[config.mk]
export PLATFORM = sky130hd
export DESIGN_NAME = bias_combiner
export DESIGN_NICKNAME = d
export VERILOG_FILES = /design/src/rtl/bias_pkg.sv /design/src/rtl/bias_idx_latch.sv /design/src/rtl/bias_rd_seq.sv /design/src/rtl/bias_sat_add.sv /design/src/rtl/bias_combiner.sv
export SDC_FILE = /design/constraint.sdc
export NUM_CORES = 1
export LEC_CHECK = 0
export BUFFER_PORTS_ARGS = -buffer_cell sky130_fd_sc_hd__buf_2
export CORE_MARGIN = 4
export CORE_UTILIZATION = 30
export CTS_CLUSTER_SIZE = 30
export DETAILED_ROUTE_END_ITERATION = 8
export GPL_ROUTABILITY_DRIVEN = 0
export PLACE_DENSITY = 0.45
export SETUP_SLACK_MARGIN = 0.05
export SYNTH_ARGS = -nofsm -noshare
export SYNTH_HDL_FRONTEND = slang
export SYNTH_HIERARCHICAL = 1
export SYNTH_SLANG_ARGS = --single-unit
[constraint.sdc]
create_clock -name clk -period 2.7 [get_ports clk]
set_input_delay 0.405 -clock clk [delete_from_list [all_inputs] [get_ports clk]]
set_output_delay 0.405 -clock clk [all_outputs]
set_load 0.02 [all_outputs]
[src/rtl/bias_pkg.sv]
package bias_pkg;
    localparam int NCH   = 2;
    localparam int POS_W = 8;
    localparam int SUM_W = POS_W + 2;
    localparam int STEPS = 2 * NCH;

    typedef logic [POS_W-1:0]        pos_t;
    typedef logic signed [POS_W-1:0] ofs_t;
    typedef logic signed [SUM_W-1:0] sum_t;

    typedef enum logic [1:0] {
        SEL_BASE0 = 2'd0,
        SEL_BASE1 = 2'd1,
        SEL_OFS0  = 2'd2,
        SEL_OFS1  = 2'd3
    } tsel_e;

    typedef struct packed {
        pos_t base;
        ofs_t ofs;
    } chan_pair_t;

    // Step order is base0, ofs0, base1, ofs1: the select is the step with its bits swapped.
    function automatic tsel_e step_sel(logic [1:0] st);
        return tsel_e'({st[0], st[1]});
    endfunction

    function automatic sum_t widen_sum(pos_t b, ofs_t o);
        sum_t bw;
        sum_t ow;
        bw = sum_t'({2'b00, b});
        ow = sum_t'({{2{o[POS_W-1]}}, o});
        return bw + ow;
    endfunction

    function automatic pos_t clamp_pos(sum_t s);
        if (s < 0)
            return '0;
        else if (s > sum_t'(255))
            return '1;
        else
            return s[POS_W-1:0];
    endfunction
endpackage

[src/rtl/bias_idx_latch.sv]
module bias_idx_latch
    import bias_pkg::*;
#(
    parameter int TIDX_W = 7,
    parameter int DIDX_W = 6
) (
    input  logic              clk,
    input  logic              rst,
    input  logic              load,
    input  logic              manual_en,
    input  logic [TIDX_W-1:0] mon_tidx,
    input  logic [DIDX_W-1:0] mon_didx [NCH],
    input  logic [TIDX_W-1:0] man_tidx,
    input  logic [DIDX_W-1:0] man_didx [NCH],
    output logic [TIDX_W-1:0] tidx_q,
    output logic [DIDX_W-1:0] didx_q [NCH]
);
    always_ff @(posedge clk) begin
        if (rst)
            tidx_q <= '0;
        else if (load)
            tidx_q <= manual_en ? man_tidx : mon_tidx;
    end

    for (genvar c = 0; c < NCH; c++) begin : g_didx
        always_ff @(posedge clk) begin
            if (rst)
                didx_q[c] <= '0;
            else if (load)
                didx_q[c] <= manual_en ? man_didx[c] : mon_didx[c];
        end
    end
endmodule

[src/rtl/bias_rd_seq.sv]
module bias_rd_seq
    import bias_pkg::*;
#(
    parameter int TIDX_W = 7,
    parameter int DIDX_W = 6,
    parameter int ADDR_W = 7
) (
    input  logic              clk,
    input  logic              rst,
    input  logic              round_start,
    input  logic              freeze_en,
    input  logic [TIDX_W-1:0] tidx,
    input  logic [DIDX_W-1:0] didx [NCH],
    output logic              accept,
    output logic              rd_en,
    output logic [1:0]        rd_sel,
    output logic [ADDR_W-1:0] rd_addr,
    input  logic [POS_W-1:0]  rd_data,
    output chan_pair_t        pair [NCH],
    output logic              load_now
);
    localparam int CNT_W    = 3;
    localparam int LAST_CNT = STEPS + 1;

    logic             busy;
    logic [CNT_W-1:0] cnt;
    logic             rd_q;
    tsel_e            sel_q;
    tsel_e            sel_now;

    assign accept   = round_start && !freeze_en && !busy;
    assign rd_en    = busy && (cnt < CNT_W'(STEPS));
    assign sel_now  = step_sel(cnt[1:0]);
    assign rd_sel   = sel_now;
    assign load_now = busy && (cnt == CNT_W'(LAST_CNT));

    always_comb begin
        case (sel_now)
            SEL_OFS0: rd_addr = ADDR_W'(didx[0]);
            SEL_OFS1: rd_addr = ADDR_W'(didx[1]);
            default:  rd_addr = ADDR_W'(tidx);
        endcase
    end

    always_ff @(posedge clk) begin
        if (rst) begin
            busy <= 1'b0;
            cnt  <= '0;
        end else if (accept) begin
            busy <= 1'b1;
            cnt  <= '0;
        end else if (busy) begin
            cnt  <= cnt + 1'b1;
            if (load_now)
                busy <= 1'b0;
        end
    end

    always_ff @(posedge clk) begin
        if (rst) begin
            rd_q  <= 1'b0;
            sel_q <= SEL_BASE0;
        end else begin
            rd_q  <= rd_en;
            sel_q <= sel_now;
        end
    end

    for (genvar c = 0; c < NCH; c++) begin : g_cap
        always_ff @(posedge clk) begin
            if (rst) begin
                pair[c] <= '0;
            end else if (rd_q) begin
                if (sel_q == tsel_e'(c))
                    pair[c].base <= rd_data;
                else if (sel_q == tsel_e'(c + NCH))
                    pair[c].ofs <= ofs_t'(rd_data);
            end
        end
    end

    AST_FROZEN_NO_READ: assert property (@(posedge clk) disable iff (rst)
        (round_start && freeze_en && !busy) |=> !rd_en);
    AST_LAST_READ_ENDS: assert property (@(posedge clk) disable iff (rst)
        (rd_en && rd_sel == 2'd3) |=> !rd_en);
    AST_READ_AFTER_ACCEPT: assert property (@(posedge clk) disable iff (rst)
        accept |=> (rd_en && rd_sel == 2'd0));
endmodule

[src/rtl/bias_sat_add.sv]
module bias_sat_add
    import bias_pkg::*;
(
    input  chan_pair_t pair [NCH],
    output pos_t       pos  [NCH]
);
    for (genvar c = 0; c < NCH; c++) begin : g_ch
        sum_t raw;
        assign raw    = widen_sum(pair[c].base, pair[c].ofs);
        assign pos[c] = clamp_pos(raw);
    end
endmodule

[src/rtl/bias_combiner.sv]
module bias_combiner
    import bias_pkg::*;
#(
    parameter int TIDX_W = 7,
    parameter int DIDX_W = 6,
    localparam int ADDR_W = (TIDX_W > DIDX_W) ? TIDX_W : DIDX_W
) (
    input  logic              clk,
    input  logic              rst,
    input  logic              round_start,
    input  logic              freeze_en,
    input  logic              manual_en,
    input  logic [TIDX_W-1:0] mon_tidx,
    input  logic [DIDX_W-1:0] mon_didx0,
    input  logic [DIDX_W-1:0] mon_didx1,
    input  logic [TIDX_W-1:0] man_tidx,
    input  logic [DIDX_W-1:0] man_didx0,
    input  logic [DIDX_W-1:0] man_didx1,
    output logic              rd_en,
    output logic [1:0]        rd_sel,
    output logic [ADDR_W-1:0] rd_addr,
    input  logic [7:0]        rd_data,
    output logic [7:0]        wiper0,
    output logic [7:0]        wiper1,
    output logic              upd_done
);
    logic [DIDX_W-1:0] mon_d [NCH];
    logic [DIDX_W-1:0] man_d [NCH];
    logic [DIDX_W-1:0] didx_q [NCH];
    logic [TIDX_W-1:0] tidx_q;
    logic              accept;
    logic              load_now;
    chan_pair_t        pair [NCH];
    pos_t              sat_pos [NCH];
    pos_t              wiper_q [NCH];

    assign mon_d[0] = mon_didx0;
    assign mon_d[1] = mon_didx1;
    assign man_d[0] = man_didx0;
    assign man_d[1] = man_didx1;

    bias_idx_latch #(.TIDX_W(TIDX_W), .DIDX_W(DIDX_W)) u_idx (
        .clk(clk), .rst(rst), .load(accept), .manual_en(manual_en),
        .mon_tidx(mon_tidx), .mon_didx(mon_d),
        .man_tidx(man_tidx), .man_didx(man_d),
        .tidx_q(tidx_q), .didx_q(didx_q)
    );

    bias_rd_seq #(.TIDX_W(TIDX_W), .DIDX_W(DIDX_W), .ADDR_W(ADDR_W)) u_seq (
        .clk(clk), .rst(rst), .round_start(round_start), .freeze_en(freeze_en),
        .tidx(tidx_q), .didx(didx_q), .accept(accept),
        .rd_en(rd_en), .rd_sel(rd_sel), .rd_addr(rd_addr), .rd_data(rd_data),
        .pair(pair), .load_now(load_now)
    );

    bias_sat_add u_sat (
        .pair(pair), .pos(sat_pos)
    );

    for (genvar c = 0; c < NCH; c++) begin : g_wiper
        always_ff @(posedge clk) begin
            if (rst)
                wiper_q[c] <= '0;
            else if (load_now)
                wiper_q[c] <= sat_pos[c];
        end
    end

    always_ff @(posedge clk) begin
        if (rst)
            upd_done <= 1'b0;
        else
            upd_done <= load_now;
    end

    assign wiper0 = wiper_q[0];
    assign wiper1 = wiper_q[1];

    AST_HOLD_W0: assert property (@(posedge clk) disable iff (rst)
        !upd_done |-> $stable(wiper0));
    AST_HOLD_W1: assert property (@(posedge clk) disable iff (rst)
        !upd_done |-> $stable(wiper1));
    AST_DONE_PULSE: assert property (@(posedge clk) disable iff (rst)
        upd_done |=> !upd_done);
    AST_CLAMP_HI: assert property (@(posedge clk) disable iff (rst)
        (upd_done && !pair[0].ofs[7]) |-> (wiper0 >= pair[0].base));
    AST_CLAMP_LO: assert property (@(posedge clk) disable iff (rst)
        (upd_done && pair[0].ofs[7]) |-> (wiper0 <= pair[0].base));
endmodule

**Word level (Yosys, flattened, before mapping)**

Memory sizes are Yosys's and may differ from the RTL's.
Cells that the tools add are included.

- Word-level logic and storage cells: 61
- Memories: 1
- Bits in registers: 59
- Bits in writable memories: 16
- Output and inout bits: 27
- Input port bits: 51

Memories:

| memory | words | bits a word | read ports | clocked after Yosys merged registers in | wr ports | RTL line | text |
|---|---|---|---|---|---|---|---|
| wiper_q | 2 | 8 | 2 | 0 | 2 | bias_combiner.sv:35 | `pos_t wiper_q [NCH];` |

- Bitwise gates (word level): 4
- Reductions and logical operators: 12
- Equality and inequality tests: 6
- Add/subtract/negate cells: 3
- Mux-type cells: 18
- Order comparisons: 5

Operator list:

| cell | count |
|---|---|
| two-way mux 8 bit | 6 |
| adder 9 x 8 -> 10 bit | 2 |
| greater-than comparator 10 x 9 -> 1 bit, second input constant | 2 |
| less-than comparator 10 x 1 -> 1 bit, second input constant | 2 |
| case mux 7 bit (2 select lines) | 1 |
| two-way mux 6 bit | 2 |
| == test 2 bit, second input constant | 4 |
| two-way mux 1 bit | 8 |
| two-way mux 7 bit | 1 |
| AND reduction 3 bit | 2 |
| logical AND 1 bit | 4 |
| AND reduction 2 bit | 2 |
| adder 3 x 1 -> 3 bit, second input constant | 1 |
| == test 3 bit, second input constant | 1 |
| less-than comparator 3 bit, second input constant | 1 |
| == test 2 x 1 -> 1 bit, second input constant | 1 |
| logical NOT 1 bit | 2 |
| logical NOT 2 bit | 1 |
| NOT 1 bit | 2 |
| bitwise OR 1 bit | 2 |
| OR reduction 2 bit | 1 |

**Depth between registers and ports, before layout**

Gate-level depths: netlist of the first run.

- Depth after elaboration: 6
- Gate-level depth with buffers: 10
- Gate-level depth less buffers: 10

**Hierarchy**

The synthesis of the first run kept the hierarchy.

Modules (own cells, without submodules):

| module | instances | cells each | area an instance (sq um) | sequential area each (sq um) |
|---|---|---|---|---|
| bias_rd_seq | 1 | 207 | 1,644.1 | 780.7 |
| bias_sat_add | 1 | 160 | 1,188.6 | 0.0 |
| bias_idx_latch | 1 | 84 | 844.6 | 380.4 |
| bias_combiner | 1 | 37 | 671.9 | 500.5 |

**Worst setup path before layout of the first run**

No wires, ideal clock.

- Path kind: reg2reg
- Start: reg, netlist name u_seq/pair[16]
- End: mem wiper_q[0][7] in the netlist's numbering (data pin)
- Setup time: 255 ps
- Required time: 2,445 ps
- Arrival time: 2,141 ps
- Path buffers: 0
- Slack: 304 ps
- Cell stages (with the launch flop): 11
- Clock period less this slack: 2,396 ps
- Path through: dfxtp_1 -> ha_1 -> inv_1 -> fa_1 -> nor2b_1 -> o311a_1 -> o21ai_1 -> a211oi_1 -> o21ai_1 -> a2111o_1 -> and3b_1

RTL lines:

| what | RTL line |
|---|---|
| end, declared | bias_combiner.sv:35 |

==> results of run 1 <==
==> cell type report <==
type                    instances  area share [%]
multi-input cells             370            48.0
clock inverters                 7            1.41
well taps                     180            4.37
inverters                      15            1.09
repair buffers                 84            8.50
clock buffers                   9            4.37
flip-flops and latches         75            32.3
==> cell usage in the layout, fill, tap and decap left out, types with 5 or more instances in the layout <==
cell,n
nor2b_1,10
and3b_1,18
inv_1,15
edfxtp_1,16
o21ai_0,6
clkbuf_16,9
buf_4,7
nand2_1,70
o22ai_1,6
ha_1,20
nand3_1,5
nor2_1,42
mux2i_1,19
dfxtp_1,58
a211oi_1,21
buf_2,77
nand2b_1,6
a311oi_1,6
a211oi_2,5
nor3_1,6
xnor2_1,6
a21oi_1,56
==> worst max-delay path: cells and delay by family, from the launching register on <==
family	cells	cell delay, ns
flops	1	0.33
compound gates	5	1.00
buf+inv	1	0.05
fa+ha+maj	2	0.58
simple gates	2	0.32
==> flip-flops by register name, summed over array words and instances, names as in the netlist <==
signal / cells
wiper_q: 16
u_idx/didx_q: 12
upd_done: 1
u_seq/rd_q: 1
u_seq/sel_q: 2
u_seq/pair: 32
u_seq/busy: 1
u_seq/cnt: 3
u_idx/tidx_q: 7
==> timing repair <==
action                                  4_1_cts  5_1_grt
buffers inserted                              0        1
resized for setup                             0        6
hold buffers                                  0        0
endpoints found under the setup margin        0        7
==> metal layers <==
layer	vias up	GRT usage, %	routed length, um
li1	1888	-	-
met5	-	0	0
met2	86	19.3	4560
met1	1624	18.8	5220
met3	6	3.65	514
met4	0	3.50	119
==> per-stage QoR <==
step / power, uW / hold slack [ns] / utilization (%)
floorplan: 1390 / 0.440 / -
global placement: 1470 / 0.448 / 34.4
detailed placement: 1480 / 0.452 / 34.4
CTS: 2720 / 0.336 / 36.5
global route: 2790 / 0.342 / 36.7
finish: 2670 / 0.348 / 36.7
==> power by group <==
part / total (uW) / internal, uW / leakage [uW] / switching, uW
sequential: 1200 / 1180 / 0.000645 / 22.7
combinational: 247 / 103 / 0.00136 / 144
clock: 1220 / 721 / 0.000151 / 497
==> cells by family (layout without fill, tap and decap cells) <==
kind of cell,after synthesis,after routing
DFF,75,75
and+or+nand+nor,182,182
buffers and inverters,43,115
muxes,19,19
adders and majority gates,23,23
AOI/OAI and AO/OA,136,136
xor gates and xnor gates,10,10
==> worst min-delay path by stage <==
| stage | end | slack [ns] | from | cells after the start |
|---|---|---|---|---|
| 3_3_place_gp | u_seq/pair[8] | 0.45 | u_seq/pair[8] | 2 |
| 6_report | u_seq/pair[2] | 0.35 | rd_data[2] | 3 |
| 2_1_floorplan | u_seq/pair[10] | 0.44 | u_seq/pair[10] | 2 |
| 4_1_cts | u_seq/pair[2] | 0.34 | rd_data[2] | 3 |
| 5_1_grt | u_seq/pair[10] | 0.34 | rd_data[2] | 3 |
| 3_5_place_dp | u_seq/pair[16] | 0.45 | u_seq/pair[16] | 2 |
==> impl_metrics.tcl, run 1 <==
set metrics [dict create \
    cts_num_sinks 75 \
    path_clk_slew_ns 0.06 \
    r2r_cells 10 \
    finalSetupViolCount 0 \
    synth_compound_area_share_pct 22.0 \
    cp_max_fo 3 \
    insertedDiodeCount 0 \
    synth_top_family_by_area "compound AO/OA/AOI/OAI gates" \
    nets 629 \
    yosysTopAreaCellShare_pct 27.2 \
    dp_cells 723 \
    multi_input_area_mm2 0.00247 \
    worstPathRequired_ns 2.80 \
    dr.pass1.iters 4 \
    cts_buffers 9 \
    status "finished, final reports clean" \
    ys_types 67 \
    yosys-top-cells-count "nand2_1, dfxtp_1, a21oi_1" \
    area_growth_pct 18.5 \
    drive_above_1_share_pct 22.9 \
    finalHoldViolations 0 \
    muxShareOfSynthArea_pct 4.37 \
    fin_crit_sh_pct 93.7 \
    grt_max_degree 39 \
    p_leak_uw 0.00216 \
    yosysTopAreaCell "dfxtp_1" \
    antenna_found_initial 0 \
    synth_fa_ha_area_share_pct 6.96 \
    rsz0062_at_grt "no" \
    row_count 43 \
    dieArea_mm2 0.0165 \
    die_x_um 128 \
    postSynthAreaPerCell_um2 8.91 \
    grt_pass1_wl_mm 17.4 \
    pwr_density_cell_mw_per_mm2 518 \
    crit_path_max_incr_delay_ns 0.40 \
    vias 3604 \
    die_h_um 128 \
    synth_area_leaders "dfxtp_1, edfxtp_1, a21oi_1, ha_1, nand2_1" \
    worstSetupPathType "reg -> reg" \
    start_util_pct 31.0 \
    relSlewSlack_pct 62.7 \
    r2r_start "u_seq/pair[24]" \
    viasPerCell 4.87 \
    slowest_stage "a2111o_1" \
    setup_tns_ns 0 \
    synth_edf_count 16 \
    hold_path_class "in -> reg" \
    routedWlPerCell_um 14.1 \
    grt_overflow 0 \
    synth_simple_gate_area_share_pct 21.0 \
    fin_crit_ns 2.53 \
    fmax_mhz 395 \
    reg2reg_slack_ns 0.17 \
    clock_latency_ns 0.34 \
    num_io_pins 78 \
    seq_area_mm2 0.00166 \
    fillCellCount 1460 \
    ys_seq_area_share_pct 38.2 \
    netlist_instances 488 \
    htreeDepth 3 \
    totalWireLength_mm 10.4 \
    cts_root_buf "clkbuf_16" \
    tightest_slew_ns 0.560 \
    worst_setup_path_end_kind "flop" \
    grt_pass1_vias 3404 \
    finalWorstSetupSlack_ns 0.170 \
    startpoint "u_seq/pair[24]" \
    syn_nets 562 \
    r2r_end "wiper_q[0][7]" \
    place_area_mm2 0.00483 \
    clk_path_buf_depth 2 \
    async_flop_share_pct 0 \
    dpl_worst_slack_ns 0.147 \
    dp_hpwl_mm 7.67 \
    postRouteAntennaNets 0 \
    maxSlewViolCount 0 \
    ir_worst_vdd_v 0.000288 \
    cp-start-kind "flop" \
    synth_most_common_cell "nand2_1" \
    drc_errors 0 \
    drtIter0Drc 246 \
    cp_data_arrival_time_ns 2.63 \
    maxCapViolations 0 \
    synth_ff_type "dfxtp_1" \
    finalNonFillerCells 740 \
    syn_area_mm2 0.00435 \
    synth_warnings 6 \
    skew_ns 0.0107 \
    io_buffers 77 \
    synth_xor_area_share_pct 2.01 \
    path_cells "ha_2, inv_1, fa_1, nor2b_1, o311a_1, o21ai_2, a211oi_2, o21ai_1, a2111o_1, and3b_1" \
    core_mm2 0.0140 \
    cts_tree "yes" \
    fin_area_mm2 0.00515 \
    grt_usage_pct 13.1 \
    crit_end "wiper_q[0][7]" \
    ys_seq_elements 75 \
]
Note: power is estimated with default switching activity, not from simulation.
==> inputs of run 2 (changes only) <==
--- a/config.mk
+++ b/config.mk
@@ -5,13 +5,13 @@
 export SDC_FILE = /design/constraint.sdc
 export NUM_CORES = 1
 export LEC_CHECK = 0
-export BUFFER_PORTS_ARGS = -buffer_cell sky130_fd_sc_hd__buf_2
 export CORE_MARGIN = 4
-export CORE_UTILIZATION = 30
+export CORE_UTILIZATION = 67
 export CTS_CLUSTER_SIZE = 30
 export DETAILED_ROUTE_END_ITERATION = 8
+export DONT_BUFFER_PORTS = 1
 export GPL_ROUTABILITY_DRIVEN = 0
-export PLACE_DENSITY = 0.45
+export PLACE_DENSITY = 0.8
 export SETUP_SLACK_MARGIN = 0.05
 export SYNTH_ARGS = -nofsm -noshare
 export SYNTH_HDL_FRONTEND = slang
==> constraint.sdc (replaced) <==
create_clock -name clk -period 3.09 [get_ports clk]
set_input_delay 0.4635 -clock clk [delete_from_list [all_inputs] [get_ports clk]]
set_output_delay 0.4635 -clock clk [all_outputs]
set_load 0.02 [all_outputs]
==> impl_metrics.tcl, run 2 (synthesized netlist as in run 1, its figures left out) <==
set metrics [dict create \
    cts_root_buf "clkbuf_8" \
    relSlewSlack_pct 53.3 \
    routedWlPerCell_um 16.6 \
    dpl_worst_slack_ns 0.480 \
    multi_input_area_mm2 0.00245 \
    drtIter0Drc 217 \
    clk_path_buf_depth 2 \
    maxSlewViolCount 0 \
    reg2reg_slack_ns 0.39 \
    path_clk_slew_ns 0.08 \
    cts_resized 0 \
    post_cts_buffers 0 \
    status "finished, final reports clean" \
    insertedDiodeCount 0 \
    ir_worst_vdd_v 0.000292 \
    hold_path_class "in -> reg" \
    finalSetupViolCount 0 \
    io_buffers 0 \
    area_growth_pct 3.68 \
    tightest_slew_ns 0.699 \
    grt_overflow 0 \
    totalWireLength_mm 9.18 \
    worstSetupPathType "reg -> reg" \
    cp-start-kind "flop" \
    fillCellCount 482 \
    r2r_start "u_seq/pair[8]" \
    fin_crit_sh_pct 87.4 \
    grt_pass1_wl_mm 15.0 \
    setup_tns_ns 0 \
    holdBufCountCts 0 \
    seq_area_mm2 0.00166 \
    mostFrequentLayoutCells "nand2_1, dfxtp_1, a21oi_1" \
    finalWorstSetupSlack_ns 0.389 \
    dieArea_mm2 0.00784 \
    fmax_mhz 370 \
    slowest_stage "a211oi_2" \
    cp_data_arrival_time_ns 2.81 \
    place_area_mm2 0.00428 \
    num_io_pins 78 \
    path_cells "ha_1, inv_1, fa_1, nor2b_1, o21bai_4, a211oi_2, or3_1, o221ai_1, and3b_1" \
    core_mm2 0.00631 \
    dp_hpwl_mm 6.56 \
    cts_tree "yes" \
    cp_max_fo 8 \
    crit_path_max_incr_delay_ns 0.50 \
    die_x_um 88.6 \
    start_util_pct 68.9 \
    fin_area_mm2 0.00451 \
    fin_crit_ns 2.70 \
    dr.pass1.iters 5 \
    grt_pass1_vias 3282 \
    reg_top3 "u_seq/pair: 32 flops, wiper_q: 16 flops, u_idx/didx_q: 12 flops" \
    min_path_cells 1 \
    drive_above_1_share_pct 7.97 \
    row_count 29 \
    r2r_cells 9 \
    die_h_um 88.6 \
    regMostFlops "u_seq/pair" \
    startpoint "u_seq/pair[8]" \
    worstPathRequired_ns 3.20 \
    cts_buffers 9 \
    hold_slack_ns 0.192 \
    drc_errors 0 \
    cts_num_sinks 75 \
    finalHoldViolations 0 \
    viasPerCell 6.37 \
    grt_max_degree 77 \
    vias 3527 \
    p_leak_uw 0.00177 \
    skew_ns 0.00576 \
    rsz0062_at_grt "no" \
    worst_setup_path_end_kind "flop" \
    nets 547 \
    antenna_found_initial 0 \
    largest_reg_flops 32 \
    htreeDepth 3 \
    clock_latency_ns 0.34 \
    pwr_density_cell_mw_per_mm2 445 \
    grt_usage_pct 24.3 \
    hold_start "rst" \
    postRouteAntennaNets 0 \
    final_common_cell "nand2_1" \
    maxCapViolations 0 \
]
## run 2: power breakdown
group / leakage [uW] / internal [uW] / switching (uW) / total, uW
Sequential: 0.000645 / 1030 / 31.7 / 1060
Combinational: 0.00101 / 55.5 / 73.9 / 129
Clock: 0.000114 / 458 / 357 / 815
## run 2: final cells by class
| class | count | area share (%) |
|---|---|---|
| clock buffers | 14 | 4.80 |
| inverters | 15 | 1.25 |
| flip-flops and latches | 75 | 36.8 |
| multi-input cells | 370 | 54.4 |
| well taps | 77 | 2.14 |
| repair buffers | 2 | 0.333 |
| clock inverters | 1 | 0.194 |
## run 2: routing by layer
layer / track usage (%) / part of all wire (%) / up-vias
met1: 29.8 / 42 / 1650
met5: 0 / 0 / -
li1: - / - / 1715
met3: 6.15 / 6.5 / 28
met4: 10.9 / 2.7 / 0
met2: 40.2 / 49 / 134
## run 2: stage by stage
| step | cells | utilization (%) | total power [uW] |
|---|---|---|---|
| 2_1_floorplan | 488 | - | 1220 |
| 3_3_place_gp | 539 | 67.9 | 1210 |
| 3_5_place_dp | 539 | 67.9 | 1210 |
| 4_1_cts | 554 | 71.4 | 2020 |
| 5_1_grt | 554 | 71.4 | 2090 |
| 6_report | 554 | 71.4 | 2010 |
## run 2: worst max-delay path, delay by kind of cell, from the launching register on
kind / cells / cell delay (ns)
adders and majority gates: 2 / 0.60
DFF: 1 / 0.35
and+or+nand+nor: 3 / 0.74
buffers and inverters: 1 / 0.06
AOI/OAI and AO/OA: 3 / 0.71
## run 2: path summary, 6_finish.rpt
| check | end |
|---|---|
| min | upd_done |
| max reg2reg | wiper_q[1][5] |
| min reg2reg | u_seq/pair[12] |
| max | wiper_q[1][5] |
